## config.mk

```make
export PLATFORM = sky130hd
export DESIGN_NAME = tri_phase_core
export DESIGN_NICKNAME = d
export VERILOG_FILES = /design/src/rtl/tpc_pkg.sv /design/src/rtl/tpc_delay.sv /design/src/rtl/tpc_segment.sv /design/src/rtl/tpc_ctrl.sv /design/src/rtl/tpc_datapath.sv /design/src/rtl/tri_phase_core.sv
export SDC_FILE = /design/constraint.sdc
export NUM_CORES = 1
export LEC_CHECK = 0
export BUFFER_PORTS_ARGS = -buffer_cell sky130_fd_sc_hd__buf_2
export CAP_MARGIN = 20
export CORE_MARGIN = 3
export CORE_UTILIZATION = 35
export CTS_CLUSTER_DIAMETER = 100
export DETAILED_ROUTE_END_ITERATION = 6
export GPL_TIMING_DRIVEN = 1
export SKIP_LAST_GASP = 1
export SLEW_MARGIN = 40
export SYNTH_ARGS = -nofsm -noshare
export SYNTH_HDL_FRONTEND = slang
export SYNTH_SLANG_ARGS = --single-unit
```

## constraint.sdc

```tcl
create_clock -name clk -period 3.45 [get_ports clk]
set_input_delay 0.1725 -clock clk [delete_from_list [all_inputs] [get_ports clk]]
set_output_delay 0.1725 -clock clk [all_outputs]
set_load 0.1 [all_outputs]
```

## src/rtl/tpc_pkg.sv

```systemverilog
package tpc_pkg;

  // Strobes from the control to the datapath
  typedef struct packed {
    logic clr;     // synchronous clear of every pipeline register
    logic primed;  // pipeline has been filled since the last clear
  } tpcCtl_t;

  // Edges from sampling an increment to seeing it at the outputs:
  // one input register, one stage per slice, one fold register.
  function automatic int pipeLatency(input int numSeg);
    return numSeg + 2;
  endfunction

endpackage

```

## src/rtl/tpc_delay.sv

```systemverilog
module tpc_delay
  import tpc_pkg::*;
#(
  parameter int W     = 4,
  parameter int DEPTH = 1
) (
  input  logic         clk,
  input  tpcCtl_t      ctl,
  input  logic [W-1:0] din,
  output logic [W-1:0] dout
);

  logic [W-1:0] pipe [DEPTH];

  always_ff @(posedge clk) begin
    if (ctl.clr) begin
      for (int k = 0; k < DEPTH; k++) pipe[k] <= '0;
    end else begin
      pipe[0] <= din;
      for (int k = 1; k < DEPTH; k++) pipe[k] <= pipe[k-1];
    end
  end

  assign dout = pipe[DEPTH-1];

endmodule

```

## src/rtl/tpc_segment.sv

```systemverilog
module tpc_segment
  import tpc_pkg::*;
#(
  parameter int W = 4
) (
  input  logic         clk,
  input  tpcCtl_t      ctl,
  input  logic [W-1:0] addend,
  input  logic         cin,
  output logic [W-1:0] acc,
  output logic         cout
);

  logic [W:0] total;

  always_comb total = {1'b0, acc} + {1'b0, addend} + {{W{1'b0}}, cin};

  always_ff @(posedge clk) begin
    if (ctl.clr) begin
      acc  <= '0;
      cout <= 1'b0;
    end else begin
      acc  <= total[W-1:0];
      cout <= total[W];
    end
  end

  // a raised carry means the slice wrapped and cannot have grown
  carry_wrap_chk: assert property (@(posedge clk) disable iff (ctl.clr)
    ($past(!ctl.clr) && cout) |-> (acc <= $past(acc)));

  // no carry means the slice cannot have shrunk
  carry_none_chk: assert property (@(posedge clk) disable iff (ctl.clr)
    ($past(!ctl.clr) && !cout) |-> (acc >= $past(acc)));

endmodule

```

## src/rtl/tpc_ctrl.sv

```systemverilog
module tpc_ctrl
  import tpc_pkg::*;
#(
  parameter int NUM_SEG = 2
) (
  input  logic    clk,
  input  logic    rst,
  output tpcCtl_t ctl
);

  localparam int LAT   = pipeLatency(NUM_SEG);
  localparam int CNT_W = $clog2(LAT + 1);

  logic [CNT_W-1:0] fillCnt;

  always_ff @(posedge clk) begin
    if (rst)                          fillCnt <= '0;
    else if (fillCnt != CNT_W'(LAT))  fillCnt <= fillCnt + 1'b1;
  end

  always_comb begin
    ctl.clr    = rst;
    ctl.primed = (fillCnt == CNT_W'(LAT));
  end

endmodule

```

## src/rtl/tpc_datapath.sv

```systemverilog
module tpc_datapath
  import tpc_pkg::*;
#(
  parameter int SEG_W   = 4,
  parameter int NUM_SEG = 2,
  localparam int PHASE_W = NUM_SEG * SEG_W + 1,
  localparam int LOW_W   = PHASE_W - 1
) (
  input  logic               clk,
  input  tpcCtl_t            ctl,
  input  logic [PHASE_W-1:0] incIn,
  output logic [LOW_W-1:0]   triOut,
  output logic               signOut
);

  localparam int NSTG = NUM_SEG + 1;
  localparam int LAT  = pipeLatency(NUM_SEG);
  localparam int ZR_W = $clog2(LAT + 2) + 1;

  logic [PHASE_W-1:0] incReg;
  logic [NSTG:0]      carryChain;
  logic [PHASE_W-1:0] alignedPhase;

  always_ff @(posedge clk) begin
    if (ctl.clr) incReg <= '0;
    else         incReg <= incIn;
  end

  assign carryChain[0] = 1'b0;

  for (genvar g = 0; g < NSTG; g++) begin : gStage
    localparam int LSB = g * SEG_W;
    localparam int W   = (g < NUM_SEG) ? SEG_W : 1;
    localparam int PRE = g;
    localparam int PST = NSTG - 1 - g;

    logic [W-1:0] slice;
    logic [W-1:0] accSeg;

    if (PRE > 0) begin : gSkew
      tpc_delay #(.W(W), .DEPTH(PRE)) skewIn (
        .clk(clk), .ctl(ctl), .din(incReg[LSB +: W]), .dout(slice));
    end else begin : gNoSkew
      assign slice = incReg[LSB +: W];
    end

    tpc_segment #(.W(W)) seg (
      .clk(clk), .ctl(ctl), .addend(slice), .cin(carryChain[g]),
      .acc(accSeg), .cout(carryChain[g+1]));

    if (PST > 0) begin : gDeskew
      tpc_delay #(.W(W), .DEPTH(PST)) deskew (
        .clk(clk), .ctl(ctl), .din(accSeg), .dout(alignedPhase[LSB +: W]));
    end else begin : gNoDeskew
      assign alignedPhase[LSB +: W] = accSeg;
    end
  end

  // Fold stage: top phase bit mirrors the lower bits
  logic             foldMsb;
  logic [LOW_W-1:0] foldLow;

  assign foldMsb = alignedPhase[PHASE_W-1];
  assign foldLow = alignedPhase[LOW_W-1:0];

  always_ff @(posedge clk) begin
    if (ctl.clr) begin
      triOut  <= '0;
      signOut <= 1'b0;
    end else begin
      triOut  <= foldLow ^ {LOW_W{foldMsb}};
      signOut <= foldMsb;
    end
  end

  // Run length of zero increments, used only by the hold check
  logic [ZR_W-1:0] zeroRun;

  always_ff @(posedge clk) begin
    if (ctl.clr || (incIn != '0))         zeroRun <= '0;
    else if (zeroRun != ZR_W'(LAT + 1))   zeroRun <= zeroRun + 1'b1;
  end


  clr_zero_chk: assert property (@(posedge clk) disable iff (ctl.clr)
    $past(ctl.clr) |-> (triOut == '0 && !signOut));


  fill_quiet_chk: assert property (@(posedge clk) disable iff (ctl.clr)
    !ctl.primed |-> (triOut == '0 && !signOut));


  hold_chk: assert property (@(posedge clk) disable iff (ctl.clr)
    (zeroRun == ZR_W'(LAT + 1)) |-> ($stable(triOut) && $stable(signOut)));

endmodule

```

## src/rtl/tri_phase_core.sv

```systemverilog
module tri_phase_core
  import tpc_pkg::*;
#(
  parameter int SEG_W   = 4,
  parameter int NUM_SEG = 2,
  localparam int PHASE_W = NUM_SEG * SEG_W + 1,
  localparam int LOW_W   = PHASE_W - 1
) (
  input  logic               clk,
  input  logic               rst,
  input  logic [PHASE_W-1:0] phaseInc,
  output logic [LOW_W-1:0]   triCode,
  output logic               phaseSign
);

  tpcCtl_t ctl;

  tpc_ctrl #(.NUM_SEG(NUM_SEG)) ctrl (
    .clk(clk), .rst(rst), .ctl(ctl));

  tpc_datapath #(.SEG_W(SEG_W), .NUM_SEG(NUM_SEG)) dp (
    .clk(clk), .ctl(ctl), .incIn(phaseInc),
    .triOut(triCode), .signOut(phaseSign));

endmodule

```

# --- After elaboration in Yosys (flattened, before gate mapping) ---
# Memories as Yosys holds them, arrays and structs flattened.
# Cells that the tools add are included.
# Widths: inputs -> output; s select.
totals:
  ramBits: 18
  memories: 4
  wordCells: 35
  ff_bits: 29
  in_bits: 11
memory_table:
  columns: ["name", "words", "word_bits", "rd", "rd_clocked_by_memory_dff", "write_ports", "line", "rtl"]
  rows:
  - ["dp.gStage[0].gDeskew.deskew.pipe", 2, 4, 2, 0, 2, "tpc_delay.sv:13", "logic [W-1:0] pipe [DEPTH];"]
  - ["dp.gStage[1].gDeskew.deskew.pipe", 1, 4, 1, 0, 1, "tpc_delay.sv:13", null]
  - ["dp.gStage[1].gSkew.skewIn.pipe", 1, 4, 1, 0, 1, "tpc_delay.sv:13", null]
  - ["dp.gStage[2].gSkew.skewIn.pipe", 2, 1, 2, 0, 2, "tpc_delay.sv:13", null]
classes:
  mux: 11
  addsub: 5
  n_reduce_logical: 2
  bitwise: 5
ops:
  columns: ["operator", "count"]
  rows:
  - ["$mux 4", 4]
  - ["$add 4x4->5", 2]
  - ["$reduce_or 4->1", 2]
  - ["$xor 8x8->8", 1]
  - ["$mux 1", 7]
  - ["$add 5x1->5", 1]
  - ["$or 1x1->1", 4]
  - ["$add 1x1->1", 2]

# --- Depth between registers and ports, before layout ---
logic_depth:
  word_depth: 3
  mapped_depth: 6
  mapped_depth_nobuf: 6

# --- Modules after synthesis ---
# Synthesis repeated with hierarchy kept, for this count alone.
hier_totals:
  cells_unflattened: 162
  area_unflattened_um2: 1861.8
by_module_without_submodules:
  columns: ["module", "instances", "area_per_inst_um2", "seq_area_each_um2", "cells_each"]
  rows:
  - ["tpc_datapath", 1, 581.8, 360.3, 47]
  - ["tpc_segment (dp.gStage[0].seg ...)", 2, 267.8, 100.1, 26]
  - ["tpc_delay (dp.gStage[0].gDeskew.deskew)", 1, 240.2, 160.2, 20]
  - ["tpc_delay (dp.gStage[1].gDeskew.deskew ...)", 2, 105.1, 80.1, 8]
  - ["tpc_ctrl", 1, 168.9, 60.1, 18]
  - ["tpc_segment (dp.gStage[2].seg)", 1, 72.6, 40.0, 5]
  - ["tpc_delay (dp.gStage[2].gSkew.skewIn)", 1, 52.6, 40.0, 4]

# --- Least setup slack after synthesis ---
# Ideal clock, no wire load.
synth_timing:
  path_kind: "register -> register"
  start: "memory dp.gStage[1].gSkew.skewIn.pipe[0][0]"
  end: "register dp.gStage[1].seg.acc[3]"
  slack_ns: 1.965
  setup_ns: 0.121
  required_time_ns: 3.329
  t_arrival_ns: 1.364
  stages_incl_launch_ff: 5
  synth_period_minus_slack_ns: 1.485
  path_cell_list: "dfxtp_1 > fa_1 > a21o_1 > a21oi_1 > mux2_2"
synth_via:
  elab_chain_cells: 3
synth_rtl:
  columns: ["item", "line", "rtl"]
  rows:
  - ["start, declared", "tpc_delay.sv:13", null]
  - ["$mem_v2 1x4", null, null]
  - ["$add 4x4->5", "tpc_segment.sv:16", "always_comb total = {1'b0, acc} + {1'b0, addend} + {{W{1'b0}}, cin};"]
  - ["$add 5x1->5", "tpc_segment.sv:16", null]
  - ["end signal, assigned", "tpc_segment.sv:23", "acc <= total[W-1:0];"]
  - ["end, declared", "tpc_segment.sv:10", "output logic [W-1:0] acc,"]
# Every way passes these cells.
# A chain may end at the register's enable or synchronous reset.

# --- Worst setup path in the final report ---
# Ends and elaborated chain as after synthesis.

==> impl_metrics.py <==
metrics = {
    "route": {
        "first_pass_iters": 4,
        "dr_total_vias": 870,
        "wl_um": 1960,
        "via_per_inst": 4.08,
        "drc": 0,
        "routedWlPerCell_um": 9.21,
        "ant_nets": 0,
        "first_iter_violations": 20,
    },
    "placement": {
        "dpl.hpwl_um": 1320,
        "numPortBuffers": 19,
        "gp_congestion": 0.737,
    },
    "sta": {
        "worstMarginPinSlew_ns": 0.531,
        "slew_violations": 0,
        "rsz0062_at_grt": "false",
        "max_freq_mhz": 652,
        "fin_crit_sh_pct": 44.4,
        "finalClockSkew_ns": 0.00491,
        "setup_tns_ns": 0,
        "setup_viol": 0,
        "min_period_ns": 1.53,
        "hold_viol_final": 0,
        "relSlewSlack_pct": 64.6,
        "whs_ns": 0.0868,
    },
    "power": {
        "pwr_density_cell_nw_per_um2": 576,
        "ir_drop_mv": 0.255,
        "power_leakage_nw": 0.782,
        "power_mw": 1.05,
    },
    "floorplan": {
        "fp.dieH_um": 73.6,
        "row_count": 23,
        "core_um2": 4200,
        "dieArea_um2": 5410,
        "ios": 20,
        "chipWidth_um": 73.6,
        "start_util_pct": 38.0,
    },
    "logic_synthesis": {
        "ys_top_cells_by_area": "dfxtp_1 59%, nor2b_1 13%, ha_1 5.5%, xnor2_1 4.9%, fa_1 3.8%",
        "syn_area_um2": 1600,
        "yosysTopAreaCell": "dfxtp_1",
        "netlist_instances": 142,
        "synth-seq-cells": 47,
        "ys_warn_count": 0,
        "seq_area_frac_synth_pct": 58.9,
        "syn_avg_cell_area_um2": 11.3,
        "synth_top_area_share_pct": 58.9,
        "synth_nets": 163,
        "synthDistinctLibCells": 17,
    },
    "global_routing": {
        "antenna_found_initial": 0,
        "grt_pass1_vias": 855,
        "overflow": 0,
        "grt_pass1_wl_um": 3460,
        "grt_max_degree": 50,
        "grtUsageTotal_pct": 8.57,
    },
    "clock_tree": {
        "cts_tree": "built",
        "clk_path_buf_depth": 2,
        "cts-buffers-inserted": 5,
        "post_cts.repair.setup_buffers": 0,
        "clockRootBuffer": "clkbuf_8",
        "cts.hold.buffers_added": 0,
        "clk_latency_ns": 0.29,
        "cts_resized": 0,
        "cts.clk_slew.worst_paths_ns": 0.08,
        "htreeDepth": 2,
        "cts.sinks": 47,
    },
    "job": {
        "cap_violations": 0,
    },
    "layout": {
        "layout_common_cells": "47 x dfxtp_1, 33 x nor2b_1, 18 x buf_2, 15 x nor2_1, 9 x xnor2_1",
        "synthToLayoutAreaGrowth_pct": 14.1,
        "drive_above_1_share_pct": 18.4,
        "final_common_cell": "dfxtp_1",
        "antenna_cells": 0,
        "nets": 183,
        "final_util_pct": 43.4,
    },
    "critical_path": {
        "crit_type": "flop to flop",
        "worstSetupStartpointType": "flop",
        "cp.required_ns": 3.63,
        "cp_data_arrival_time_ns": 1.71,
        "cp_max_fo": 2,
        "endpoint_kind": "flop",
    },
    "hold_path": {
        "hold_class": "input port to flop",
    },
    "status": {
        "outcome": "finished, final reports clean",
    },
}
[area by class of cell]
type                       instances  area, µm²
sequential                        47        941
multi-input combinational         81        592
fill                             409       2380
inverter                           8       30.0
clock buffer                       8        100
timing repair buffer              19       97.6
tap                               50       62.6
[sequential cells by signal, indices dropped and copies added, names as in the netlist]
signal	count
dp.gStage.seg.acc	9
dp.incReg	9
dp.gStage.seg.cout	2
dp.gStage.gSkew.skewIn.pipe	6
dp.triOut	8
dp.gStage.gDeskew.deskew.pipe	12
dp.signOut	1
[logic make-up after synthesis]
family                   Yosys count  synth area share [%]
AO/OA/AOI/OAI                      8                  2.82
multiplexers                       2                  1.41
XOR/XNOR                          10                  5.95
adder cells (fa/ha/maj)           10                  9.24
flip-flops                        47                  58.9
AND/OR/NAND/NOR                   51                  17.6
buffers and inverters             14                  4.07
[cells in the mapped netlist, drive strengths merged]
library cell,count
a21oi,4
a21o,2
nor2b,34
nor3,2
mux2,2
xor2,1
o21ai,2
inv,8
nor2,15
ha,7
buf,6
dfxtp,47
fa,3
xnor2,9
[critical path, stage by stage (launching register included)]
cell and delay, ns:
dfxtp_1 0.32, fa_1 0.43, a21o_1 0.20, a21oi_1 0.15
mux2_2 0.34
[report_power, final]
group	switching (mW)	internal, mW
Combinational	0.0738	0.0426
Clock	0.163	0.183
Sequential	0.0139	0.574
[per-layer routing]
layer | GRT usage, % | share of wire (%) | vias to the layer above
li1 | - | - | 471
met5 | 0 | 0 | -
met2 | 14.4 | 51 | 23
met3 | 3.69 | 6.8 | 2
met1 | 8.63 | 40 | 374
met4 | 5.43 | 1.8 | 0
[path summary, 6_finish.rpt]
check,from,endpoint,slack [ns],cells after the start
worst max register to register,dp.gStage[1].gSkew.skewIn.pipe[0][0],dp.gStage[1].seg.acc[3],1.92,4
worst min-delay path,phaseInc[4],dp.incReg[4],0.09,2
worst min register to register,dp.gStage[0].gDeskew.deskew.pipe[0][3],dp.gStage[0].gDeskew.deskew.pipe[0][7],0.44,1
worst max-delay path,dp.gStage[1].gSkew.skewIn.pipe[0][0],dp.gStage[1].seg.acc[3],1.92,4
[stage by stage]
stage	worst slack, ns	cell area [µm²]	cells
2_1_floorplan	1.96	1600	142
3_3_place_gp	1.95	1720	205
4_1_cts	1.92	1820	213
5_1_grt	1.78	1820	213
3_5_place_dp	1.93	1720	205
6_report	1.92	1820	213
Note: power is estimated with default switching activity, not from simulation.
